### src/rtl/usec_timer_pkg.sv
package usec_timer_pkg;

   // register byte offsets
   localparam int unsigned OFS_COUNT = 32'h0000_0000;
   localparam int unsigned OFS_SCALE = 32'h0000_0004;

   typedef enum logic [1:0] {
      SEL_NONE  = 2'd0,
      SEL_COUNT = 2'd1,
      SEL_SCALE = 2'd2
   } reg_sel_e;

endpackage

### src/rtl/usec_rate_gen.sv
module usec_rate_gen #(
   parameter int FLD_W      = 8,
   parameter bit KEEP_EXCESS = 1'b1
) (
   input  logic             clk,
   input  logic             rst_n,
   input  logic             clr,
   input  logic [FLD_W-1:0] mul_enc,
   input  logic [FLD_W-1:0] div_enc,
   output logic             tick
);
   localparam int ACC_W = FLD_W + 2;
   localparam logic [ACC_W:0] ACC_MAX = {1'b0, {ACC_W{1'b1}}};

   if (FLD_W < 1 || FLD_W > 16) begin : g_bad_fld
      $error("usec_rate_gen: FLD_W out of range");
   end

   logic [ACC_W-1:0] acc_q, acc_d;
   logic [ACC_W:0]   step, lim, sum, rem;
   logic             hit;

   always_comb begin
      step = (ACC_W+1)'(mul_enc) + (ACC_W+1)'(1);
      lim  = (ACC_W+1)'(div_enc) + (ACC_W+1)'(1);
      sum  = {1'b0, acc_q} + step;
      hit  = (sum >= lim);
      rem  = hit ? (sum - lim) : sum;
   end

   if (KEEP_EXCESS) begin : g_keep
      // surplus is carried forward, bounded by accumulator width
      always_comb acc_d = (rem > ACC_MAX) ? ACC_MAX[ACC_W-1:0] : rem[ACC_W-1:0];
   end else begin : g_drop
      // surplus beyond one pending tick is discarded
      always_comb acc_d = (rem >= lim) ? ACC_W'(lim - (ACC_W+1)'(1)) : rem[ACC_W-1:0];
   end

   always_ff @(posedge clk or negedge rst_n) begin
      if (!rst_n) begin
         acc_q <= '0;
         tick  <= 1'b0;
      end else if (clr) begin
         acc_q <= '0;
         tick  <= 1'b0;
      end else begin
         acc_q <= acc_d;
         tick  <= hit;
      end
   end

   // a setting write suppresses the pulse on the next edge
   p_clear_r7: assert property (@(posedge clk) disable iff (!rst_n)
      clr |=> !tick);

   // dividend above divisor gives a pulse on every clock
   p_cap_r6: assert property (@(posedge clk) disable iff (!rst_n)
      (mul_enc > div_enc && !clr) |=> tick);

endmodule

### src/rtl/usec_counter.sv
module usec_counter #(
   parameter int CNT_W = 32
) (
   input  logic             clk,
   input  logic             rst_n,
   input  logic             inc,
   output logic [CNT_W-1:0] count
);
   if (CNT_W < 2 || CNT_W > 64) begin : g_bad_cnt
      $error("usec_counter: CNT_W out of range");
   end

   always_ff @(posedge clk or negedge rst_n) begin
      if (!rst_n)   count <= '0;
      else if (inc) count <= count + CNT_W'(1);
   end

   // the count moves by at most one per clock, modulo its width
   p_step_r11: assert property (@(posedge clk) disable iff (!rst_n)
      1'b1 |=> (count == $past(count) || count == $past(count) + CNT_W'(1)));

endmodule

### src/rtl/usec_regs.sv
module usec_regs
   import usec_timer_pkg::*;
#(
   parameter int ADDR_W = 8,
   parameter int DATA_W = 32,
   parameter int FLD_W  = 8,
   parameter int CNT_W  = 32
) (
   input  logic              clk,
   input  logic              rst_n,
   input  logic [ADDR_W-1:0] addr,
   input  logic              wr_en,
   input  logic [DATA_W-1:0] wr_data,
   input  logic              rd_en,
   input  logic [CNT_W-1:0]  count,
   output logic [FLD_W-1:0]  mul_enc,
   output logic [FLD_W-1:0]  div_enc,
   output logic              scale_wr,
   output logic [DATA_W-1:0] rd_data
);
   localparam int SCL_W = 2 * FLD_W;

   if (DATA_W < CNT_W || DATA_W < SCL_W) begin : g_bad_data
      $error("usec_regs: DATA_W too narrow");
   end
   if (ADDR_W < 3) begin : g_bad_addr
      $error("usec_regs: ADDR_W too narrow");
   end

   reg_sel_e          sel;
   logic [SCL_W-1:0]  scale_q;
   logic [DATA_W-1:0] cnt_ext, scl_ext, rd_mux;

   always_comb begin
      if (addr == ADDR_W'(OFS_COUNT))      sel = SEL_COUNT;
      else if (addr == ADDR_W'(OFS_SCALE)) sel = SEL_SCALE;
      else                                 sel = SEL_NONE;
   end

   assign scale_wr = wr_en && (sel == SEL_SCALE);

   always_ff @(posedge clk or negedge rst_n) begin
      if (!rst_n)        scale_q <= '0;
      else if (scale_wr) scale_q <= wr_data[SCL_W-1:0];
   end

   assign div_enc = scale_q[FLD_W-1:0];
   assign mul_enc = scale_q[SCL_W-1:FLD_W];

   if (DATA_W > CNT_W) begin : g_cnt_pad
      assign cnt_ext = {{(DATA_W-CNT_W){1'b0}}, count};
   end else begin : g_cnt_full
      assign cnt_ext = count;
   end

   if (DATA_W > SCL_W) begin : g_scl_pad
      assign scl_ext = {{(DATA_W-SCL_W){1'b0}}, scale_q};
   end else begin : g_scl_full
      assign scl_ext = scale_q;
   end

   always_comb begin
      unique case (sel)
         SEL_COUNT: rd_mux = cnt_ext;
         SEL_SCALE: rd_mux = scl_ext;
         default:   rd_mux = '0;
      endcase
   end

   always_ff @(posedge clk or negedge rst_n) begin
      if (!rst_n)     rd_data <= '0;
      else if (rd_en) rd_data <= rd_mux;
   end

   // a write aimed at the count leaves the setting untouched
   p_cnt_wr_ignored_r9: assert property (@(posedge clk) disable iff (!rst_n)
      (wr_en && sel == SEL_COUNT) |=> (scale_q == $past(scale_q)));

   if (DATA_W > SCL_W) begin : g_upper_chk
      // upper setting bits read back as zero
      p_upper_zero_r8: assert property (@(posedge clk) disable iff (!rst_n)
         (rd_en && sel == SEL_SCALE) |=> (rd_data[DATA_W-1:SCL_W] == '0));
   end

endmodule

### src/rtl/usec_timer.sv
module usec_timer #(
   parameter int ADDR_W      = 8,
   parameter int DATA_W      = 32,
   parameter int FLD_W       = 8,
   parameter int CNT_W       = 32,
   parameter bit KEEP_EXCESS = 1'b1
) (
   input  logic              clk,
   input  logic              rst_n,
   input  logic [ADDR_W-1:0] addr,
   input  logic              wr_en,
   input  logic [DATA_W-1:0] wr_data,
   input  logic              rd_en,
   output logic [DATA_W-1:0] rd_data
);
   logic [FLD_W-1:0] mul_enc, div_enc;
   logic             scale_wr, tick;
   logic [CNT_W-1:0] count;

   usec_regs #(
      .ADDR_W(ADDR_W), .DATA_W(DATA_W), .FLD_W(FLD_W), .CNT_W(CNT_W)
   ) u_regs (
      .clk(clk), .rst_n(rst_n), .addr(addr), .wr_en(wr_en),
      .wr_data(wr_data), .rd_en(rd_en), .count(count),
      .mul_enc(mul_enc), .div_enc(div_enc), .scale_wr(scale_wr),
      .rd_data(rd_data)
   );

   usec_rate_gen #(
      .FLD_W(FLD_W), .KEEP_EXCESS(KEEP_EXCESS)
   ) u_rate (
      .clk(clk), .rst_n(rst_n), .clr(scale_wr),
      .mul_enc(mul_enc), .div_enc(div_enc), .tick(tick)
   );

   usec_counter #(
      .CNT_W(CNT_W)
   ) u_cnt (
      .clk(clk), .rst_n(rst_n), .inc(tick), .count(count)
   );

endmodule

### config.mk
export PLATFORM = sky130hd
export DESIGN_NAME = usec_timer
export DESIGN_NICKNAME = d
export VERILOG_FILES = /design/src/rtl/usec_timer_pkg.sv /design/src/rtl/usec_rate_gen.sv /design/src/rtl/usec_counter.sv /design/src/rtl/usec_regs.sv /design/src/rtl/usec_timer.sv
export SDC_FILE = /design/constraint.sdc
export NUM_CORES = 1
export LEC_CHECK = 0
export BUFFER_PORTS_ARGS = -buffer_cell sky130_fd_sc_hd__buf_2
export CORE_MARGIN = 4
export CORE_UTILIZATION = 35
export CTS_BUF_LIST = sky130_fd_sc_hd__clkbuf_4 sky130_fd_sc_hd__clkbuf_8
export DETAILED_ROUTE_END_ITERATION = 8
export HOLD_SLACK_MARGIN = 0.15
export SYNTH_ARGS = -nofsm -noshare
export SYNTH_HDL_FRONTEND = slang
export SYNTH_SLANG_ARGS = --single-unit
### constraint.sdc
create_clock -name clk -period 5 [get_ports clk]
set_input_delay 0.75 -clock clk [delete_from_list [all_inputs] [get_ports clk]]
set_output_delay 0.75 -clock clk [all_outputs]
set_load 0.03 [all_outputs]
Yosys cells after proc, flatten, opt, wreduce, memory -nomap -nowiden
Index checks and enable logic that the tools add are counted.

Add/sub/neg operators: 5. Equality and inequality tests: 3. Muxes and demuxes: 7. Magnitude comparators: 2. Reductions and logical operators: 2.

Operator list (number): 32-bit one-hot mux with 2 select lines (1); 32-bit by 1-bit adder with 32-bit output (second input constant) (1); 10-bit 2-to-1 mux (2); 8-bit by 1-bit adder with 9-bit output (second input constant) (2); 10-bit by 11-bit adder with 11-bit output (1); 11-bit >= comparator (1); 11-bit by 10-bit greater-than comparator with 1-bit output (second input constant) (1); 11-bit 2-to-1 mux (1); 11-bit subtractor (1); 8-bit by 3-bit equality test with 1-bit output (second input constant) (1); 8-bit zero test (1); 2-bit 2-to-1 mux (2); 2-bit by 1-bit equality test with 1-bit output (second input constant) (1); 2-bit equality test (second input constant) (1); 1-bit logical AND (1); 1-bit 2-to-1 mux (1).

Bits of input ports: 44. Output and inout port bits: 32. Bits in registers: 91.

Depth between registers and ports, before layout
Depth in word-level cells: 7. Depth in mapped cells: 18. Mapped depth without buffers: 17.

Hierarchy
From an unflattened synthesis, not the netlist that was laid out.

Cells, all modules: 478. Area total of the unflattened synthesis: 5063.6 um^2.

Modules (own cells, without submodules): usec_regs (cells an instance 179, times used 1, area each 2174.6 um^2, sequential area each 1201.2 um^2); usec_counter (cells an instance 123, times used 1, area each 1448.9 um^2, sequential area each 800.8 um^2); usec_rate_gen (cells an instance 176, times used 1, area each 1440.1 um^2, sequential area each 275.3 um^2).

Least setup slack after synthesis
Ideal clock, no wire load.

Kind: register -> register. Start: register u_regs.scale_q[8]. End: register u_rate.acc_q[1]. Setup time: 0.128 ns. Clock period less this slack: 3.498 ns. Slack: 1.502 ns. Data required time: 4.872 ns. Buffers on the path: 1. Cell stages (with the launch flop): 17. Arrival time: 3.370 ns. Cell sequence: dfrtp_1 ha_1 inv_1 fa_1 nand3b_1 a21oi_1 nor2_1 xnor2_1 ha_1 o21a_1 a21boi_1 o311ai_1 nand3_1 a211oi_2 buf_6 mux2i_1 a21oi_2.

Word-level cells in the longest chain between the ends: 7. Elaborated cells between the ends (all ways): 8.

RTL lines: start: declaration (RTL line usec_regs.sv:31) `logic [SCL_W-1:0] scale_q;`; start signal: assignment (RTL line usec_regs.sv:44) `else if (scale_wr) scale_q <= wr_data[SCL_W-1:0];`; 8-bit by 1-bit adder with 9-bit output (*) (RTL line usec_rate_gen.sv:24) `step = (ACC_W+1)'(mul_enc) + (ACC_W+1)'(1);`; 10-bit by 11-bit adder with 11-bit output (*) (RTL line usec_rate_gen.sv:26) `sum = {1'b0, acc_q} + step;`; 11-bit subtractor or 11-bit >= comparator (tied branches) (RTL line usec_rate_gen.sv:28, usec_rate_gen.sv:27); 11-bit 2-to-1 mux (*) (RTL line usec_rate_gen.sv:28) `rem = hit ? (sum - lim) : sum;`; 11-bit by 10-bit greater-than comparator with 1-bit output (RTL line usec_rate_gen.sv:33) `always_comb acc_d = (rem > ACC_MAX) ? ACC_MAX[ACC_W-1:0] : rem[ACC_W-1:0];`; 10-bit 2-to-1 mux (*) (RTL line usec_rate_gen.sv:33); 10-bit 2-to-1 mux (*) (RTL line usec_rate_gen.sv:43) `end else if (clr) begin`; end signal: assignment (RTL line usec_rate_gen.sv:41) `acc_q <= '0;`; end signal: assignment (RTL line usec_rate_gen.sv:44) `acc_q <= '0;`; end signal: assignment (RTL line usec_rate_gen.sv:47) `acc_q <= acc_d;`; end: declaration (RTL line usec_rate_gen.sv:19) `logic [ACC_W-1:0] acc_q, acc_d;`.

Mark *: on every way between the ends. The rest lies on a longest branch, timed or not. A chain may end at the register's enable or synchronous reset.

Worst setup path after layout
Start: register u_regs.scale_q[9]. End: register u_rate.acc_q[4].

The elaborated chain is that of the path after synthesis.

==> reports/metrics.cfg <==
[clocking]
cts_buffers = 9
postCtsResizedCells = 0
cts_buffer_depth = 2
worstSkewPairLatency_ns = 0.38
clk_pin_slew_worst_paths_ns = 0.09
cts_root_buf = clkbuf_8
cts_tree = done
cts_hold_buf = 0
cts_setup_buffers = 0
htreeDepth = 3
cts.sinks = 91

[global_routing]
grt_pass1_wl_mm = 17.4
grt_pass1_vias = 3641
grt_usage = 0.135
grt_max_degree = 57
grt_overflow = 0
antenna_found_initial = 0

[logic_synthesis]
async_flop_share = 1.00
synth_edf_count = 0
synth_area_per_cell_um2 = 10.2
syn_area_um2 = 4890
yosysUniqueCellTypes = 49
netlist_top_cells_count = 91 x dfrtp_1, 51 x nand2_1, 44 x inv_1
yosysSeqAreaShare = 0.466
yosysWarnings = 0
synth_top_area_cell = dfrtp_1
synthDominantCellAreaShare = 0.466
synthCells = 480
syn_nets = 548
synthFlopType = dfrtp_1
synth.most_common_cell = dfrtp_1
synth_area_leaders = dfrtp_1 47%, xnor2_1 5.7%, ha_1 5.6%
synth-seq-cells = 91

[worst_setup_path]
reg2reg_setup_slack_ns = 0.95
crit_required_ns = 5.29
crit_type = register to register
arrival_ns = 4.34
crit_path_max_fanout = 12
end_kind = register
cp-start-kind = register

[drt]
first_pass_iters = 4
ant_nets = 0
via_per_inst = 4.90
drc = 0
vias = 3532
wl_per_cell_um = 14.5
drt_wl_total_mm = 10.4
drt_iter0_markers = 157

[floorplan]
die_w_um = 126
dieArea_um2 = 15900
io_pins = 76
rows = 42
die_y_um = 126
initial_utilization = 0.363
core_area_um2 = 13500

[power_and_ir_drop]
seq_power_share = 0.345
clkPwrFrac = 0.204
p_int_mw = 1.63
p_sw_mw = 0.972
vdd_drop_max_uv = 197
powerDensity_nw_per_um2 = 468
p_leak_nw = 2.61
total_power_mw = 2.61
pwr-share-comb = 0.450
swShare = 0.373

[sta]
period_share = 0.809
fin_crit_ns = 4.05
hold_viol = 0
setup_slack_ns = 0.953
fin_setup_tns_ns = 0
slew_headroom = 0.264
fmax_mhz = 247
rsz0062_at_grt = false
drv_slew = 0
worst_slew_pin_slew_ns = 1.10
finalSetupViolCount = 0
skew_ns = 0.0130

[final_layout]
final_util = 0.414
drive_gt1_frac = 0.207
fin_nets = 608
num_antenna_cells = 0
final_cells = 721
areaGrowthSynthToFinish_pct = 13.9

[placed_design]
dp_hpwl_mm = 7.99
dp.cells = 705
io_buffers = 59
gp_congestion = 0.796
post-place-ws_ns = 0.974

[min_path]
min_path_type = input port to asynchronous set/reset pin

[flow_run]
drv_cap = 0

[run_status]
status = completed

==> path summary, 6_finish.rpt <==
kind / start / end / cells after the start
min in group clk: u_cnt.count[27]$_DFFE_PN0P_ / u_cnt.count[27]$_DFFE_PN0P_ / 1
max reg2reg: u_regs.scale_q[9]$_DFFE_PN0P_ / u_rate.acc_q[4]$_DFF_PN0_ / 17
min: rst_n / u_regs.rd_data[23]$_DFFE_PN0P_ / 1
max in group asynchronous: rst_n / u_rate.acc_q[7]$_DFF_PN0_ / 2
max: u_regs.scale_q[9]$_DFFE_PN0P_ / u_rate.acc_q[4]$_DFF_PN0_ / 17
min reg2reg: u_cnt.count[27]$_DFFE_PN0P_ / u_cnt.count[27]$_DFFE_PN0P_ / 1
==> per-stage QoR <==
stage               hold WS [ns]  cell area [µm²]
floorplan                  0.445             4890
global placement           0.467             5360
detailed placement         0.484             5360
CTS                        0.427             5570
global route               0.466             5570
finish                     0.422             5570
==> critical path, stage by stage (launching register included) <==
cell      delay, ns
dfrtp_1        0.44
ha_1           0.33
inv_1          0.06
fa_1           0.42
nand3b_1       0.20
a21oi_1        0.19
nor2_1         0.09
o21ai_0        0.21
xor2_1         0.27
ha_1           0.29
nand2_1        0.08
nor3_1         0.27
inv_1          0.08
nand3_1        0.14
a211oi_2       0.05
buf_4          0.21
or3_2          0.47
a31oi_2        0.18
==> state kept, by name, indices dropped and copies added, names as in the netlist <==
register,count
u_cnt.count,32
u_rate.acc_q,10
u_rate.tick,1
u_regs.rd_data,32
u_regs.scale_q,16
==> placed cells by master (no fill, tap or decap), drive strengths merged, types with 16 or more instances in the layout <==
cell type / instances
dfrtp: 91
buf: 62
nand2: 51
inv: 46
xnor2: 32
o21ai: 29
xor2: 23
mux2i: 23
ha: 22
nor2: 21
a21oi: 20
nand3: 19
o22ai: 16
==> cell type report <==
class | count | area, µm²
Clock buffer | 12 | 153
Multi-Input combinational cell | 332 | 2380
Timing Repair Buffer | 62 | 320
Tap cell | 176 | 220
Clock inverter | 4 | 57.6
Sequential cell | 91 | 2280
Inverter | 44 | 165
Fill cell | 1381 | 7880
==> power groups by stage <==
stage | Combinational (mW) | Clock [mW] | Sequential, mW
after floorplan | 0.985 | 0 | 0.895
after global placement | 1.14 | 0 | 0.911
after detailed placement | 1.18 | 0 | 0.915
after CTS | 1.18 | 0.551 | 0.901
after global routing | 1.31 | 0.577 | 0.910
final | 1.17 | 0.532 | 0.900
==> cell families after synthesis <==
logic type               share of synthesized area
buffers and inverters                       0.0478
AND/OR/NAND/NOR                              0.129
adder cells (fa/ha/maj)                     0.0645
XOR/XNOR                                    0.0985
AO/OA/AOI/OAI                                0.115
multiplexers                                0.0793
flip-flops                                   0.466
==> per-layer routing <==
metal,up-vias,GRT usage,share of wire
li1,1769,-,-
met1,1689,0.165,0.45
met2,55,0.225,0.49
met3,19,0.0402,0.036
met4,0,0.0530,0.027
met5,-,0,0
(Power assumes the default switching activity.)
